===== config.mk =====
export PLATFORM = sky130hd
export DESIGN_NAME = cascade_intc
export DESIGN_NICKNAME = d
export VERILOG_FILES = /design/src/rtl/cascade_intc_pkg.sv /design/src/rtl/cintc_sync_edge.sv /design/src/rtl/cintc_sub_layer.sv /design/src/rtl/cintc_primary.sv /design/src/rtl/cascade_intc.sv
export SDC_FILE = /design/constraint.sdc
export NUM_CORES = 1
export LEC_CHECK = 0
export BUFFER_PORTS_ARGS = -buffer_cell sky130_fd_sc_hd__buf_2
export CELL_PAD_IN_SITES_DETAIL_PLACEMENT = 2
export CELL_PAD_IN_SITES_GLOBAL_PLACEMENT = 2
export CORE_AREA = 2 2 164 166
export DETAILED_ROUTE_END_ITERATION = 10
export DIE_AREA = 0 0 166 168
export GPL_TIMING_DRIVEN = 0
export PLACE_DENSITY = 0.8
export SLEW_MARGIN = 25
export SYNTH_ARGS = -nofsm -noshare
export SYNTH_HDL_FRONTEND = slang
export SYNTH_HIERARCHICAL = 1
export SYNTH_SLANG_ARGS = --single-unit

===== constraint.sdc =====
create_clock -name clk -period 4.6 [get_ports clk]
set_input_delay 0.23 -clock clk [delete_from_list [all_inputs] [get_ports clk]]
set_output_delay 0.23 -clock clk [all_outputs]
set_load 0.01 [all_outputs]

===== src/rtl/cascade_intc_pkg.sv =====
package cascade_intc_pkg;
  localparam int NSRC = 32;
  localparam int NSUB = 11;
  localparam int NGRP = 4;

  localparam logic [2:0] OFS_SRCPND  = 3'd0;
  localparam logic [2:0] OFS_MASK    = 3'd1;
  localparam logic [2:0] OFS_INSVC   = 3'd2;
  localparam logic [2:0] OFS_SUBPND  = 3'd3;
  localparam logic [2:0] OFS_SUBMASK = 3'd4;

  // sub-source group layout and the primary slot each group feeds
  localparam int GRP_BASE  [NGRP] = '{0, 3, 6, 9};
  localparam int GRP_WIDTH [NGRP] = '{3, 3, 3, 2};
  localparam int GRP_SRC   [NGRP] = '{28, 23, 15, 31};

  localparam logic [NSRC-1:0] RSV_MASK = (NSRC'(1) << 6) | (NSRC'(1) << 24);

  function automatic logic [NSRC-1:0] grp_src_mask();
    logic [NSRC-1:0] m;
    m = '0;
    for (int g = 0; g < NGRP; g++) m[GRP_SRC[g]] = 1'b1;
    return m;
  endfunction

  // isolate the lowest set bit: v AND two's complement of v
  function automatic logic [NSRC-1:0] lowest_set(input logic [NSRC-1:0] v);
    return v & (~v + NSRC'(1));
  endfunction

  function automatic logic [NGRP-1:0] group_hits(input logic [NSUB-1:0] pnd,
                                                 input logic [NSUB-1:0] msk);
    logic [NSUB-1:0] live;
    logic [NGRP-1:0] h;
    live = pnd & ~msk;
    h = '0;
    for (int g = 0; g < NGRP; g++)
      for (int b = 0; b < 3; b++)
        if (b < GRP_WIDTH[g]) h[g] = h[g] | live[GRP_BASE[g] + b];
    return h;
  endfunction
endpackage


===== src/rtl/cintc_sync_edge.sv =====
module cintc_sync_edge #(
  parameter int W      = 32,
  parameter int STAGES = 2
) (
  input  logic         clk,
  input  logic         rst_n,
  input  logic [W-1:0] raw,
  output logic [W-1:0] rise
);
  logic [W-1:0] stg [STAGES];
  logic [W-1:0] prev;

  always_ff @(posedge clk) begin
    if (!rst_n) stg[0] <= '0;
    else        stg[0] <= raw;
  end

  for (genvar s = 1; s < STAGES; s++) begin : g_stage
    always_ff @(posedge clk) begin
      if (!rst_n) stg[s] <= '0;
      else        stg[s] <= stg[s-1];
    end
  end

  always_ff @(posedge clk) begin
    if (!rst_n) prev <= '0;
    else        prev <= stg[STAGES-1];
  end

  assign rise = stg[STAGES-1] & ~prev;
endmodule


===== src/rtl/cintc_sub_layer.sv =====
module cintc_sub_layer
  import cascade_intc_pkg::*;
(
  input  logic            clk,
  input  logic            rst_n,
  input  logic [NSUB-1:0] sub_rise,
  input  logic            wr_pnd,
  input  logic            wr_msk,
  input  logic [NSUB-1:0] wdata,
  output logic [NSUB-1:0] subpnd_q,
  output logic [NSUB-1:0] submsk_q,
  output logic [NGRP-1:0] grp_req
);
  logic [NSUB-1:0] clr_vec;

  assign clr_vec = wr_pnd ? wdata : '0;

  always_ff @(posedge clk) begin
    if (!rst_n) begin
      subpnd_q <= '0;
      submsk_q <= '1;
    end else begin
      subpnd_q <= (subpnd_q & ~clr_vec) | sub_rise;
      if (wr_msk) submsk_q <= wdata;
    end
  end

  assign grp_req = group_hits(subpnd_q, submsk_q);
endmodule


===== src/rtl/cintc_primary.sv =====
module cintc_primary
  import cascade_intc_pkg::*;
(
  input  logic            clk,
  input  logic            rst_n,
  input  logic [NSRC-1:0] pin_rise,
  input  logic [NGRP-1:0] grp_req,
  input  logic            wr_srcpnd,
  input  logic            wr_mask,
  input  logic            wr_insvc,
  input  logic [NSRC-1:0] wdata,
  output logic [NSRC-1:0] set_vec,
  output logic [NSRC-1:0] srcpnd_q,
  output logic [NSRC-1:0] mask_q,
  output logic [NSRC-1:0] insvc_q
);
  localparam logic [NSRC-1:0] GRP_MASK = grp_src_mask();

  logic [NSRC-1:0] clr_vec;
  logic [NSRC-1:0] candidate;

  always_comb begin
    set_vec = pin_rise & ~RSV_MASK & ~GRP_MASK;
    for (int g = 0; g < NGRP; g++) set_vec[GRP_SRC[g]] = grp_req[g];
  end

  assign clr_vec   = wr_srcpnd ? wdata : '0;
  assign candidate = srcpnd_q & ~mask_q;

  always_ff @(posedge clk) begin
    if (!rst_n) begin
      srcpnd_q <= '0;
      mask_q   <= '1;
      insvc_q  <= '0;
    end else begin
      srcpnd_q <= (srcpnd_q & ~clr_vec) | set_vec;
      if (wr_mask) mask_q <= wdata;
      if (insvc_q == '0)  insvc_q <= lowest_set(candidate);
      else if (wr_insvc)  insvc_q <= insvc_q & ~wdata;
    end
  end
endmodule


===== src/rtl/cascade_intc.sv =====
module cascade_intc
  import cascade_intc_pkg::*;
#(
  parameter int SYNC_STAGES = 2
) (
  input  logic            clk,
  input  logic            rst_n,
  input  logic [NSRC-1:0] irq_in,
  input  logic [NSUB-1:0] sub_in,
  input  logic            bus_we,
  input  logic [2:0]      bus_addr,
  input  logic [NSRC-1:0] bus_wdata,
  output logic [NSRC-1:0] bus_rdata,
  output logic            irq_out
);
  logic [NSRC-1:0] pin_rise;
  logic [NSUB-1:0] sub_rise;
  logic [NGRP-1:0] grp_req;
  logic [NSRC-1:0] set_vec, srcpnd_q, mask_q, insvc_q;
  logic [NSUB-1:0] subpnd_q, submsk_q;
  logic            wr_srcpnd, wr_mask, wr_insvc, wr_subpnd, wr_submsk;

  assign wr_srcpnd = bus_we && (bus_addr == OFS_SRCPND);
  assign wr_mask   = bus_we && (bus_addr == OFS_MASK);
  assign wr_insvc  = bus_we && (bus_addr == OFS_INSVC);
  assign wr_subpnd = bus_we && (bus_addr == OFS_SUBPND);
  assign wr_submsk = bus_we && (bus_addr == OFS_SUBMASK);

  cintc_sync_edge #(.W(NSRC), .STAGES(SYNC_STAGES)) u_pin_sync (
    .clk(clk), .rst_n(rst_n), .raw(irq_in), .rise(pin_rise));

  cintc_sync_edge #(.W(NSUB), .STAGES(SYNC_STAGES)) u_sub_sync (
    .clk(clk), .rst_n(rst_n), .raw(sub_in), .rise(sub_rise));

  cintc_sub_layer u_sub (
    .clk(clk), .rst_n(rst_n), .sub_rise(sub_rise),
    .wr_pnd(wr_subpnd), .wr_msk(wr_submsk), .wdata(bus_wdata[NSUB-1:0]),
    .subpnd_q(subpnd_q), .submsk_q(submsk_q), .grp_req(grp_req));

  cintc_primary u_pri (
    .clk(clk), .rst_n(rst_n), .pin_rise(pin_rise), .grp_req(grp_req),
    .wr_srcpnd(wr_srcpnd), .wr_mask(wr_mask), .wr_insvc(wr_insvc),
    .wdata(bus_wdata), .set_vec(set_vec), .srcpnd_q(srcpnd_q),
    .mask_q(mask_q), .insvc_q(insvc_q));

  always_comb begin
    unique case (bus_addr)
      OFS_SRCPND:  bus_rdata = srcpnd_q;
      OFS_MASK:    bus_rdata = mask_q;
      OFS_INSVC:   bus_rdata = insvc_q;
      OFS_SUBPND:  bus_rdata = {{(NSRC-NSUB){1'b0}}, subpnd_q};
      OFS_SUBMASK: bus_rdata = {{(NSRC-NSUB){1'b0}}, submsk_q};
      default:     bus_rdata = '0;
    endcase
  end

  assign irq_out = |insvc_q;
endmodule


After elaboration in Yosys (flattened, before gate mapping). Memory sizes are Yosys's and may differ from the RTL's. Index checks and enable logic that the tools add are counted.

$add $sub $neg: 1. $mul: 0. Div/mod/pow operators: 0. Order comparisons: 0. Equal/unequal tests: 4. Shift operators: 0. Multiplexer cells: 11. Bitwise operators: 29. Reduce and logical (&&, ||, !) cells: 9.

Operators by type and width (count): 32-bit two-way mux (5); 32-bit case mux with 5 select lines (1); 32-bit bitwise AND (4); 32-bit NOT (4); 11-bit bitwise AND (3); 11-bit two-way mux (3); 11-bit NOT (3); 32-bit by 1-bit adder with 32-bit output (second input constant) (1); 32-bit zero test (1); 32-bit bitwise OR (1); 32-bit OR reduction (1); 31-bit bitwise AND (1); 31-bit NOT (1); 1-bit bitwise OR (11); 11-bit bitwise OR (1); 3-bit by 2-bit == test with 1-bit output (second input constant) (2); 1-bit logical AND (5); 3-bit by 1-bit == test with 1-bit output (second input constant) (1); 3-bit == test (second input constant) (1); 3-bit zero test (1); 1-bit two-way mux (2); 2-bit nonzero test (1).

Flip-flop bits (word level): 160. Bits in latches: 0. Memory bits (writable): 86. ROM bits: 0. Input port bits: 81. Logic and storage cells: 63. Memories kept: 2.

Memory list: u_pin_sync.stg (words 2, width 32, rd ports 2, clocked after Yosys merged registers in 0, wr ports 2, RTL line cintc_sync_edge.sv:10) `logic [W-1:0] stg [STAGES];`; u_sub_sync.stg (words 2, width 11, rd ports 2, clocked after Yosys merged registers in 0, wr ports 2, RTL line cintc_sync_edge.sv:10).

Logic depth before layout (Yosys ltp).
Depth after elaboration: 6. Mapped depth: 9. Gate-level depth less buffers: 6.

By module. The synthesis kept the hierarchy.

Modules (own cells, without submodules): cintc_primary (instances 1, cells each 504, area an instance 4237.8 um2, seq. area each 1921.8 um2); cintc_sync_edge (u_pin_sync) (instances 1, cells each 234, area an instance 2803.9 um2, seq. area each 1921.8 um2); cascade_intc (instances 1, cells each 166, area an instance 1167.4 um2, seq. area each 0.0 um2); cintc_sync_edge (u_sub_sync) (instances 1, cells each 80, area an instance 979.7 um2, seq. area each 660.6 um2); cintc_sub_layer (instances 1, cells each 96, area an instance 904.6 um2, seq. area each 440.4 um2).

Least setup slack after synthesis. OpenSTA, ideal clock, no wires.

Path type: input -> register. Start point: input port bus_addr[2]. End point: register u_pri.mask_q[0]. Setup time: 0.129 ns. Data arrival time: 1.777 ns. Required time: 4.471 ns. Slack: 2.694 ns. Stages: 8. Cells stage by stage: buf_6 buf_6 nand2b_1 nor3b_1 clkbuf_1 buf_1 mux2i_1 nand2_1.

Cells in the longest elaborated chain, start to end: 2.

RTL lines: from (decl) (RTL line cascade_intc.sv:11) `input logic [2:0] bus_addr,`; 3-bit by 1-bit == test with 1-bit output (RTL line cascade_intc.sv:24) `assign wr_mask = bus_we && (bus_addr == OFS_MASK);`; 1-bit logical AND (RTL line cascade_intc.sv:24); net wr_mask (RTL line cascade_intc.sv:21) `logic wr_srcpnd, wr_mask, wr_insvc, wr_subpnd, wr_submsk;`; to (signal assigned) (RTL line cintc_primary.sv:37) `if (wr_mask) mask_q <= wdata;`; to (decl) (RTL line cintc_primary.sv:14) `output logic [NSRC-1:0] mask_q,`.

The timed path passes the listed nets, and every way through them passes these cells. A chain may end at the register's enable or synchronous reset.

Worst setup path after layout.
Start point: register u_pri.mask_q[16]. End point: register u_pri.insvc_q[28].

Cells in the longest elaborated chain, start to end: 6.

RTL lines: 32-bit NOT (RTL line cintc_primary.sv:28) `assign candidate = srcpnd_q & ~mask_q;`; 32-bit bitwise AND (RTL line cintc_primary.sv:28); 32-bit NOT (RTL line cascade_intc_pkg.sv:28) `return v & (~v + NSRC'(1));`; 32-bit by 1-bit adder with 32-bit output (RTL line cascade_intc_pkg.sv:28); 32-bit bitwise AND (RTL line cascade_intc_pkg.sv:28); 32-bit two-way mux (RTL line cintc_primary.sv:38) `if (insvc_q == '0) insvc_q <= lowest_set(candidate);`; to (signal assigned) (RTL line cintc_primary.sv:38); to (signal assigned) (RTL line cintc_primary.sv:39) `else if (wr_insvc) insvc_q <= insvc_q & ~wdata;`; to (decl) (RTL line cintc_primary.sv:15) `output logic [NSRC-1:0] insvc_q`.

Every way passes these cells.

==> run metrics <==
Power Density=396 nW/um^2; drt pass-1 iters=5; final core utilization=a little under half; CTS Sinks=229; final wirelength=between 30 and 40 mm; clock latency at the later pin of the worst-skew pair=0.53 ns; GRT Util Overall=24.0%; Worst Setup SP=u_pri/mask_q[16]; Tot Pwr=4700 uW; Slew HR=27.0%; minimum clock period=about 2.7 ns; switching share of power=23.5%; post-synthesis instance area=9340 sq um; max-cap violations=0; Min-Delay Path Class=in -> reg; Post-CTS Hold Fix Bufs=67; CP endpoint kind=register; internal reg-to-reg setup slack=1.90 ns; IO Pins=114; I/O Buffers=106; Via Count=a little over 8k; CTS Buf Count=25; Crit path required time=5.01 ns; clock share of power=between 40 and 50%; largest net degree at the start of global routing=18; Clock Path Buffers=3; first-pass GRT wire length=52.4 mm; worst reg2reg endpoint=u_pri/insvc_q[28]; Core Box Area=approximately 26,000 sq um; Die X=166 um; Nets=between 1k and 1.5k; Syn-to-layout area delta=27.1%; switching power total=about 1100 uW; share of cells above drive strength 1=20.6%; worst-path fanout max=9; RSZ-0062 raised after global routing=no; crit path kind=reg -> reg; final critical-path share of the clock period=58.7%; CTS tree=built; FF-to-FF path depth=5; Setup Viol. Count Final=0; Overflow after GRT=0; postcts setup bufs=0; die area=27,900 sq um; cts repair resizes=0; actual slew at the worst max-slew pin=1.08 ns; initial core utilization=35.4%; crit path launch type=register; Fin. Hold Viols=0; hold path startpoint=bus_wdata[13]; average size of a mapped cell=9.29 sq um; chip height=168 um; Seq pwr share=between 40% and 50%; average routed wire per standard cell=around 22 um; fill count=2,813; status=finished clean; yosys warns=6; Worst IR Drop VDD=0.202 mV; Post-Layout Cell Count=about 1.6k; Logic pwr share=8.8%; Worst Skew=approximately 0.0076 ns; hold depth=3; leak pwr=0.00481 uW; RR Startpoint=u_pri/mask_q[16]; ANT nets after route=0; Cell Int Power=3590 uW; DR iter-0 viols=365; synthesized net count=1,086; DP Cell Count=~1.5k; WHS Endpoint=u_pri/mask_q[13]; # DRC=0; Setup TNS=0 ns; Pins Over Slew Limit=0; Final GP Congestion=0.829; hpwl dp=22.6 mm; H-tree levels=1; Hold WS=0.0173 ns; vias in the first global route=approximately 9.2k; FP Rows=60; Worst EP arrival=~3.1 ns; FMAX=0.371 GHz; antenna violations before repair=0; Mapped Cells=1,005; Root Buffer Master=clkbuf_16; Worst-path clk slew=0.06 ns; routed vias/inst=5.19
final cells by class:
class                   count  area (sq um)  area share, %
well taps                 341           427           3.59
multi-input cells         698          4350           36.6
clock inverters            13           198           1.67
diodes                      1          2.50         0.0211
clock buffers              33           706           5.94
flip-flops and latches    229          4580           38.6
plain buffers              54           317           2.67
repair buffers            173          1200           10.1
inverters                  24          90.1          0.759
cell usage in the layout (no fill, tap or decap), types with 9 or more instances in the layout:
cell type and n:
a21oi_1 64, a221o_1 10, a31oi_1 11, and2_1 88
and2_2 23, buf_2 119, buf_6 10, clkbuf_1 21
clkbuf_16 25, dfxtp_1 229, dlygate4sd3_1 67, inv_1 23
mux2i_1 75, nand2_1 142, nand2b_1 28, nand3_1 15
nand4_1 10, nor2_1 56, nor2b_1 49, nor4_1 12
o21ai_0 11, o21ai_2 9, or2_2 17
flip-flops by register name (all words and copies together) (netlist names):
register         cells
u_pin_sync/stg      52
u_pri/insvc_q       32
u_pri/mask_q        32
u_pri/srcpnd_q      32
u_pin_sync/prev     26
u_sub_sync/stg      22
u_sub/submsk_q      11
u_sub/subpnd_q      11
u_sub_sync/prev     11
worst max-delay path, stage by stage (launching register included):
cell	delay [ns]
dfxtp_1	0.35
nand2b_1	0.23
nand4b_1	0.20
nor4b_1	0.75
nand4_1	0.59
o31ai_1	0.47
power by group through the flow:
stage	Combinational [uW]	Sequential (uW)	Clock, uW
3_3_place_gp	349	2130	0
4_1_cts	410	2090	2250
5_1_grt	450	2100	2330
6_report	416	2090	2200
2_1_floorplan	212	2110	0
3_5_place_dp	362	2130	0
per-layer routing:
| metal | global-route usage [%] | vias to the layer above | routed length, um |
|---|---|---|---|
| li1 | - | 3785 | - |
| met1 | 29.1 | 4116 | 14500 |
| met2 | 45.0 | 175 | 17500 |
| met3 | 2.87 | 44 | 1250 |
| met4 | 5.90 | 0 | 648 |
| met5 | 0 | - | 0 |
worst max-delay path by stage:
stage                              to  depth (start not counted)
detailed placement    u_pri/mask_q[8]                          8
finish              u_pri/insvc_q[28]                          5
floorplan             u_pri/mask_q[0]                          8
global placement     u_pri/mask_q[12]                          8
CTS                 u_pri/insvc_q[28]                          5
global route        u_pri/insvc_q[28]                          5
through the flow:
step | worst slack [ns] | cell area (sq um)
2_1_floorplan | 2.69 | 9340
3_3_place_gp | 1.63 | 10300
3_5_place_dp | 1.55 | 10300
4_1_cts | 1.92 | 11900
5_1_grt | 1.81 | 11900
6_report | 1.90 | 11900
Note: power is estimated with default switching activity, not from simulation.
